## config.mk

```make
export PLATFORM = sky130hd
export DESIGN_NAME = rmap_cmd_validator
export DESIGN_NICKNAME = d
export VERILOG_FILES = /design/src/rtl/rmap_chk_pkg.sv /design/src/rtl/rmap_crc8_acc.sv /design/src/rtl/rmap_idle_timer.sv /design/src/rtl/rmap_err_status.sv /design/src/rtl/rmap_cmd_validator.sv
export SDC_FILE = /design/constraint.sdc
export NUM_CORES = 1
export LEC_CHECK = 0
export CAP_MARGIN = 10
export CORE_MARGIN = 8
export CORE_UTILIZATION = 55
export DETAILED_ROUTE_END_ITERATION = 12
export PLACE_DENSITY = 0.83
export REMOVE_ABC_BUFFERS = 1
export SYNTH_ARGS = -nofsm -noshare
export SYNTH_HDL_FRONTEND = slang
export SYNTH_SLANG_ARGS = --single-unit
```

## constraint.sdc

```tcl
create_clock -name clk -period 3.7 [get_ports clk]
set_input_delay 0.925 -clock clk [delete_from_list [all_inputs] [get_ports clk]]
set_output_delay 0.925 -clock clk [all_outputs]
set_load 0.005 [all_outputs]
```

## src/rtl/rmap_chk_pkg.sv

```systemverilog
package rmap_chk_pkg;

   localparam int ST_W   = 14;

   // status bit positions (software decodes these)
   localparam int E_ANY  = 0;
   localparam int E_TMO  = 1;
   localparam int E_HCRC = 2;
   localparam int E_DCRC = 3;
   localparam int E_KEY  = 4;
   localparam int E_CMD  = 5;
   localparam int E_LEN  = 6;
   localparam int E_RMW  = 7;
   localparam int E_LA   = 8;
   localparam int E_EEOP = 9;
   localparam int E_LEOP = 10;
   localparam int E_EEEP = 11;
   localparam int E_LEEP = 12;
   localparam int E_VBUF = 13;

   typedef enum logic [2:0] {
      P_HDR,
      P_DATA,
      P_DCRC,
      P_TAIL,
      P_LATE,
      P_DROP
   } pstate_t;

   // one byte of the reflected CRC-8 (x^8+x^2+x+1), lsb first
   function automatic logic [7:0] crc8_step(input logic [7:0] c, input logic [7:0] b);
      logic [7:0] r;
      r = c ^ b;
      for (int i = 0; i < 8; i++)
         r = r[0] ? ((r >> 1) ^ 8'hE0) : (r >> 1);
      return r;
   endfunction

endpackage

```

## src/rtl/rmap_crc8_acc.sv

```systemverilog
module rmap_crc8_acc
   import rmap_chk_pkg::*;
#(
   parameter int BYTE_W = 8
) (
   input  logic              clk,
   input  logic              rst_n,
   input  logic              restart,
   input  logic              step,
   input  logic [BYTE_W-1:0] din,
   output logic [BYTE_W-1:0] crc_q
);

   generate
      if (BYTE_W != 8) begin : g_bad_w
         $error("rmap_crc8_acc: BYTE_W must be 8");
      end
   endgenerate

   always_ff @(posedge clk) begin
      if (!rst_n)
         crc_q <= '0;
      else if (restart)
         crc_q <= '0;
      else if (step)
         crc_q <= crc8_step(crc_q, din);
   end

   // folding the current remainder into itself leaves zero
   crc_self_zero_chk: assert property (@(posedge clk) disable iff (!rst_n)
      (step && !restart && din == crc_q) |=> (crc_q == '0));

endmodule

```

## src/rtl/rmap_idle_timer.sv

```systemverilog
module rmap_idle_timer #(
   parameter int TMO_W   = 16,
   parameter bit USE_TMO = 1'b1
) (
   input  logic             clk,
   input  logic             rst_n,
   input  logic             active,
   input  logic             beat,
   input  logic [TMO_W-1:0] limit,
   output logic             expire
);

   generate
      if (TMO_W < 2) begin : g_bad_w
         $error("rmap_idle_timer: TMO_W too small");
      end

      if (USE_TMO) begin : g_tmo
         logic [TMO_W-1:0] cnt;

         always_comb
            expire = active && !beat && (limit != '0) && (cnt == limit - TMO_W'(1));

         always_ff @(posedge clk) begin
            if (!rst_n)
               cnt <= '0;
            else if (!active || beat || expire)
               cnt <= '0;
            else
               cnt <= cnt + TMO_W'(1);
         end

         // the counter never runs past an enabled limit
         tmo_bound_chk: assert property (@(posedge clk) disable iff (!rst_n)
            (limit != '0 && $stable(limit)) |-> (cnt < limit));
      end else begin : g_no_tmo
         always_comb expire = 1'b0;
      end
   endgenerate

endmodule

```

## src/rtl/rmap_err_status.sv

```systemverilog
module rmap_err_status
   import rmap_chk_pkg::*;
(
   input  logic            clk,
   input  logic            rst_n,
   input  logic [ST_W-1:0] set_vec,
   input  logic            clr_en,
   input  logic [ST_W-1:0] clr_mask,
   output logic [ST_W-1:0] status
);

   logic [ST_W-1:1] sticky_q;
   logic [ST_W-1:1] wipe;

   always_comb begin
      wipe   = clr_en ? clr_mask[ST_W-1:1] : '0;
      status = {sticky_q, |sticky_q};
   end

   always_ff @(posedge clk) begin
      if (!rst_n)
         sticky_q <= '0;
      else
         sticky_q <= (sticky_q & ~wipe) | set_vec[ST_W-1:1];
   end

   generate
      for (genvar k = 1; k < ST_W; k++) begin : g_bit_chk

         set_seen_chk: assert property (@(posedge clk) disable iff (!rst_n)
            set_vec[k] |=> status[k]);

         hold_chk: assert property (@(posedge clk) disable iff (!rst_n)
            (status[k] && !(clr_en && clr_mask[k])) |=> status[k]);
      end
   endgenerate


   summary_chk: assert property (@(posedge clk) disable iff (!rst_n)
      (|set_vec[ST_W-1:1]) |=> status[E_ANY]);

endmodule

```

## src/rtl/rmap_cmd_validator.sv

```systemverilog
module rmap_cmd_validator
   import rmap_chk_pkg::*;
#(
   parameter int          BYTE_W    = 8,
   parameter int          HDR_LEN   = 16,
   parameter int          LEN_W     = 24,
   parameter int          MAX_DATA  = 64,
   parameter int          TMO_W     = 16,
   parameter bit          USE_TMO   = 1'b1,
   parameter logic [7:0]  TARGET_LA = 8'd254,
   parameter logic [7:0]  DEST_KEY  = 8'h20,
   parameter logic [15:0] CMD_MASK  = 16'hFF8C
) (
   input  logic              clk,
   input  logic              rst_n,
   input  logic              in_valid,
   input  logic              in_ctrl,
   input  logic [BYTE_W-1:0] in_data,
   input  logic [TMO_W-1:0]  tmo_limit,
   input  logic              clr_en,
   input  logic [ST_W-1:0]   clr_mask,
   output logic [ST_W-1:0]   status,
   output logic              pkt_good
);

   localparam int POS_W   = $clog2(HDR_LEN);
   localparam int POS_LA  = 0;
   localparam int POS_INS = 2;
   localparam int POS_KEY = 3;
   localparam int POS_LEN = HDR_LEN - 1 - (LEN_W / 8);
   localparam int POS_CRC = HDR_LEN - 1;

   generate
      if (BYTE_W != 8) begin : g_bad_byte
         $error("rmap_cmd_validator: BYTE_W must be 8");
      end
      if (HDR_LEN != 16) begin : g_bad_hdr
         $error("rmap_cmd_validator: HDR_LEN must be 16");
      end
      if (LEN_W != 24) begin : g_bad_len
         $error("rmap_cmd_validator: LEN_W must be 24");
      end
      if (MAX_DATA < 8 || MAX_DATA >= (1 << 23)) begin : g_bad_max
         $error("rmap_cmd_validator: MAX_DATA out of range");
      end
   endgenerate

   pstate_t           st, st_n;
   logic [POS_W-1:0]  pos, pos_n;
   logic [LEN_W-1:0]  len_q, len_n;
   logic [LEN_W-1:0]  cnt, cnt_n;
   logic [3:0]        code_q, code_n;
   logic              good_q, good_n;
   logic [ST_W-1:0]   set_vec;
   logic              crc_rst, crc_step;
   logic [7:0]        crc_q;
   logic              tmo_fire;
   logic              active;
   logic              is_rmw, is_vw, has_data;
   logic              eep;

   always_comb begin
      active   = !(st == P_HDR && pos == '0);
      is_rmw   = (code_q == 4'b0111);
      is_vw    = code_q[3] & code_q[2];
      has_data = code_q[3] | is_rmw;
      eep      = in_data[0];
   end

   rmap_crc8_acc #(.BYTE_W(BYTE_W)) u_crc (
      .clk     (clk),
      .rst_n   (rst_n),
      .restart (crc_rst),
      .step    (crc_step),
      .din     (in_data),
      .crc_q   (crc_q)
   );

   rmap_idle_timer #(.TMO_W(TMO_W), .USE_TMO(USE_TMO)) u_tmr (
      .clk    (clk),
      .rst_n  (rst_n),
      .active (active),
      .beat   (in_valid),
      .limit  (tmo_limit),
      .expire (tmo_fire)
   );

   rmap_err_status u_stat (
      .clk      (clk),
      .rst_n    (rst_n),
      .set_vec  (set_vec),
      .clr_en   (clr_en),
      .clr_mask (clr_mask),
      .status   (status)
   );

   always_comb begin
      st_n     = st;
      pos_n    = pos;
      len_n    = len_q;
      cnt_n    = cnt;
      code_n   = code_q;
      good_n   = 1'b0;
      set_vec  = '0;
      crc_rst  = 1'b0;
      crc_step = 1'b0;

      if (tmo_fire) begin
         set_vec[E_TMO] = 1'b1;
         st_n    = P_HDR;
         pos_n   = '0;
         crc_rst = 1'b1;
      end else if (in_valid && in_ctrl) begin
         case (st)
            P_HDR, P_DATA, P_DCRC: begin
               if (eep) set_vec[E_EEEP] = 1'b1;
               else     set_vec[E_EEOP] = 1'b1;
            end
            P_TAIL: begin
               if (eep) set_vec[E_EEEP] = 1'b1;
               else     good_n = 1'b1;
            end
            P_LATE: begin
               if (eep) set_vec[E_LEEP] = 1'b1;
               else     set_vec[E_LEOP] = 1'b1;
            end
            default: ;
         endcase
         st_n    = P_HDR;
         pos_n   = '0;
         crc_rst = 1'b1;
      end else if (in_valid) begin
         case (st)
            P_HDR: begin
               crc_step = 1'b1;
               pos_n    = pos + POS_W'(1);
               if (int'(pos) >= POS_LEN && int'(pos) < POS_CRC)
                  len_n = {len_q[LEN_W-9:0], in_data};
               if (int'(pos) == POS_INS)
                  code_n = in_data[5:2];

               if (int'(pos) == POS_LA && in_data != TARGET_LA) begin
                  set_vec[E_LA] = 1'b1;
                  st_n = P_DROP;
               end else if (int'(pos) == POS_INS &&
                            (!CMD_MASK[in_data[5:2]] || in_data[1:0] != 2'b00)) begin
                  set_vec[E_CMD] = 1'b1;
                  st_n = P_DROP;
               end else if (int'(pos) == POS_KEY && in_data != DEST_KEY) begin
                  set_vec[E_KEY] = 1'b1;
                  st_n = P_DROP;
               end else if (int'(pos) == POS_CRC) begin
                  crc_rst = 1'b1;
                  pos_n   = '0;
                  cnt_n   = '0;
                  if (in_data != crc_q) begin
                     set_vec[E_HCRC] = 1'b1;
                     st_n = P_DROP;
                  end else if (is_rmw && len_q != LEN_W'(8)) begin
                     set_vec[E_RMW] = 1'b1;
                     st_n = P_DROP;
                  end else if (is_vw && len_q != LEN_W'(4)) begin
                     set_vec[E_VBUF] = 1'b1;
                     st_n = P_DROP;
                  end else if (len_q > LEN_W'(MAX_DATA)) begin
                     set_vec[E_LEN] = 1'b1;
                     st_n = P_DROP;
                  end else if (!has_data) begin
                     st_n = P_TAIL;
                  end else if (len_q == '0) begin
                     st_n = P_DCRC;
                  end else begin
                     st_n = P_DATA;
                  end
               end
            end
            P_DATA: begin
               crc_step = 1'b1;
               cnt_n    = cnt + LEN_W'(1);
               if (cnt == len_q - LEN_W'(1))
                  st_n = P_DCRC;
            end
            P_DCRC: begin
               if (in_data != crc_q) begin
                  set_vec[E_DCRC] = 1'b1;
                  st_n = P_DROP;
               end else begin
                  st_n = P_TAIL;
               end
            end
            P_TAIL: st_n = P_LATE;
            default: ;
         endcase
      end
   end

   always_ff @(posedge clk) begin
      if (!rst_n) begin
         st     <= P_HDR;
         pos    <= '0;
         len_q  <= '0;
         cnt    <= '0;
         code_q <= '0;
         good_q <= 1'b0;
      end else begin
         st     <= st_n;
         pos    <= pos_n;
         len_q  <= len_n;
         cnt    <= cnt_n;
         code_q <= code_n;
         good_q <= good_n;
      end
   end

   assign pkt_good = good_q;


   one_err_chk: assert property (@(posedge clk) disable iff (!rst_n)
      $onehot0(set_vec));


   good_src_chk: assert property (@(posedge clk) disable iff (!rst_n)
      pkt_good |-> $past(in_valid && in_ctrl && !in_data[0]));


   early_data_chk: assert property (@(posedge clk) disable iff (!rst_n)
      (st == P_DATA && in_valid && in_ctrl && !tmo_fire) |=>
         (status[E_EEOP] || status[E_EEEP]));


   tmo_idle_chk: assert property (@(posedge clk) disable iff (!rst_n)
      tmo_fire |=> (st == P_HDR && pos == '0 && status[E_TMO]));

endmodule

```

==> run_results.csv <==
group,metric,value,unit
global_route,grt_antenna_before_repair,0,
global_route,grt_pass1_vias,5572,
worst_setup_path,max_stage_delay,570,ps
timing,fin_crit,3330,ps
clocking,cts_made_buffers,9,
global_route,grt_max_degree,29,
floorplan,die_area,0.0150,mm^2
placement,place.gp.congestion,0.928,
floorplan,num_rows,39,
final_layout,fin_util,64.1,%
worst_setup_path,rr_startpoint,"len_q[0]",
worst_setup_path,cp_slowest_cell,"or4_4",
clocking,clock_sinks,97,
yosys,synth_top_area_share,31.2,%
route,routed.top_layer,"met4",
route,via_per_inst,5.97,
final_layout,fin_nets,873,
yosys,ys_seq_area_share,31.2,%
worst_hold_path,hp-class,"reg2reg",
clocking,cts_buffer_depth,2,
clocking,ctsResizeCount,0,
timing,fin_crit_sh,89.9,%
worst_setup_path,crit_path_end_kind,"flip-flop",
floorplan,io_pins,58,
floorplan,start_util,55.4,%
timing,hold_viol_final,0,
yosys,ys_warn_count,0,
yosys,synthXorXnorAreaFrac,15.2,%
power,design_power_total,2.39,mW
worst_setup_path,critPathMaxFanout,9,
worst_setup_path,path_cells,"clkdlybuf4s50_1 > or4_4 > or3_1 > a2111o_1 > a21oi_2 > nand4_4 > nand4_2 > nor2_1",
clocking,postCtsHoldBufs,0,
yosys,synth_cells,784,
final_layout,syn2layout_area_growth,15.8,%
final_layout,layout_common_cells,"nand2_1, dfxtp_1, nor2_1, xnor2_1, clkdlybuf4s50_1",
timing,finalSetupViolations,0,
timing,rsz0062_at_grt,"false",
worst_setup_path,startpoint_type,"primary input",
yosys,synthAdderAreaFrac,2.21,%
placement,place_area,0.00689,mm^2
floorplan,die_h,122,um
job,cap_violations,0,
yosys,ys_ff_latch,97,
final_layout,final_cells,967,
power,ir_drop,0.341,mV
floorplan,die_w,122,um
yosys,synth_edf_count,0,
worst_setup_path,cp_num_buf_inv,1,
clocking,post-cts-setup-buffers,0,
route,routedWlPerCell,16.2,um
global_route,grt_overflow,0,
placement,hpwlAfterDp,12000,um
clocking,root_buffer,"clkbuf_16",
final_layout,design_area,0.00720,mm^2
worst_setup_path,crit_required,3930,ps
clocking,clock_latency,350,ps
timing,max_slew_margin,46.5,%
status,status,"finished clean",
global_route,grt_use_total,21.4,%
yosys,synth_compound_area_share,14.3,%
yosys,synth_area,0.00622,mm^2
power,power.density,333,mW/mm^2
worst_setup_path,crit_family,"simple AND/OR/NAND/NOR gates",
yosys,synth_top_family_by_area,"simple AND/OR/NAND/NOR gates",
route,route.detailed.drc,0,
yosys,synth_largest_area_cell,"dfxtp_1",
yosys,synth_cell_types,74,
worst_setup_path,path_class,"in2reg",
power,p_leak,2.50,nW
placement,dp_cells,951,
route,routed-wl-met2,7860,um
final_layout,drive_above_1_share,6.19,%
worst_setup_path,cp.arrival,3560,ps
yosys,synthArstFlopShare,0,%
global_route,grt_first_pass_wirelength,26200,um
timing,final.setup.tns,0,ps
clocking,clkSlewWorstSetupHoldPaths,60,ps
yosys,synthSimpleGateAreaFrac,31.4,%
yosys,synthTopCellsByArea,"dfxtp_1, xnor2_1, xor2_1, nand2_1, nor2_1",
final_layout,final_common_cell,"nand2_1",
clocking,htree_levels,3,
clocking,cts_tree,"yes",
final_layout,antenna_cells,0,
yosys,avgSynthCellArea,7.93,um^2
yosys,ys.flop_type,"dfxtp_1",
timing,worst_slew_pin_slew,801,ps
route,met1_length,6630,um
worst_hold_path,hp-start,"code_q[0]",
route,met3_length,773,um
worst_setup_path,startpoint,"tmo_limit[11]",
placement,port-buffer-count,56,
yosys,synthMuxAreaShare,1.45,%
route,dr.first_iter.drc_count,366,
route,antenna_left,0,
route,firstDrtPassIters,5,
timing,drv_slew,0,
timing,skew,8.58,ps
timing,max_freq,0.301,GHz
route,vias,5775,
floorplan,core-area,0.0112,mm^2
route,drt-total-wl,15600,um
where the power goes:
| part | total (mW) | switching (mW) | internal (mW) | leakage, nW |
|---|---|---|---|---|
| Combinational | 0.332 | 0.172 | 0.160 | 1.56 |
| Sequential | 1.08 | 0.0192 | 1.06 | 0.783 |
| Clock | 0.982 | 0.389 | 0.593 | 0.148 |
| Total | 2.39 | 0.580 | 1.81 | 2.50 |
state kept, by name, indices dropped and copies added (netlist names):
name	count
len_q	24
pkt_good	1
u_stat.sticky_q	13
u_crc.crc_q	8
st	3
u_tmr.g_tmo.cnt	16
code_q	4
pos	4
cnt	24
layer usage:
| metal | vias to the layer above | track usage (%) |
|---|---|---|
| met4 | 0 | 8.68 |
| met2 | 159 | 37.2 |
| met3 | 31 | 4.92 |
| met5 | - | 0 |
| li1 | 2843 | - |
| met1 | 2742 | 25.0 |
cells in the mapped netlist (3+ instances only):
| master | n |
|---|---|
| a211oi_1 | 5 |
| a21boi_0 | 31 |
| a21oi_1 | 17 |
| a22oi_1 | 6 |
| a31oi_1 | 8 |
| and2_1 | 7 |
| and3_1 | 12 |
| and4_1 | 7 |
| buf_1 | 3 |
| buf_2 | 3 |
| clkbuf_1 | 41 |
| dfxtp_1 | 97 |
| ha_1 | 11 |
| inv_1 | 18 |
| mux2i_1 | 9 |
| nand2_1 | 98 |
| nand2b_1 | 3 |
| nand3_1 | 27 |
| nand4_1 | 28 |
| nand4b_1 | 6 |
| nor2_1 | 90 |
| nor2b_1 | 15 |
| nor3_1 | 25 |
| nor3b_1 | 7 |
| nor4_1 | 12 |
| o2111ai_1 | 4 |
| o211ai_1 | 5 |
| o21a_1 | 4 |
| o21ai_0 | 15 |
| o41ai_1 | 3 |
| or2_2 | 3 |
| or3_1 | 5 |
| or4_1 | 6 |
| or4_4 | 3 |
| xnor2_1 | 60 |
| xor2_1 | 45 |
worst paths after layout:
kind,end,slack [ps],cells past startpoint
setup / recovery,u_crc.crc_q[7],370,8
hold / removal,code_q[0],470,2
setup reg to reg,st[1],790,9
hold reg to reg,code_q[0],470,2
area by class of cell:
cell class | instances | area [um^2]
fill | 959 | 4030
multi-input combinational | 621 | 4020
sequential | 97 | 1940
timing repair buffer | 72 | 681
clock buffer | 13 | 240
tap | 143 | 179
inverter | 18 | 67.6
clock inverter | 3 | 65.1
tightest hold or removal path, delay by kind of cell, from the launching register on:
kind             cells  cell delay (ps)
AND/OR/NAND/NOR      1               50
flip-flops           1              310
AO/OA/AOI/OAI        1               60
metrics by stage:
| step | hold slack [ps] | setup WS [ps] |
|---|---|---|
| floorplan | 443 | 201 |
| global placement | 458 | 83.4 |
| detailed placement | 465 | 33.2 |
| CTS | 473 | 394 |
| global route | 511 | 216 |
| finish | 470 | 375 |
kinds of logic (layout without fill, tap and decap cells):
| kind of cell | count (synthesis) | after routing |
|---|---|---|
| and+or+nand+nor | 371 | 371 |
| buffers and inverters | 66 | 106 |
| AOI/OAI and AO/OA | 124 | 124 |
| muxes | 9 | 9 |
| DFF | 97 | 97 |
| adders and majority gates | 11 | 11 |
| xor gates and xnor gates | 106 | 106 |
Power figures use the tool's default switching activity.
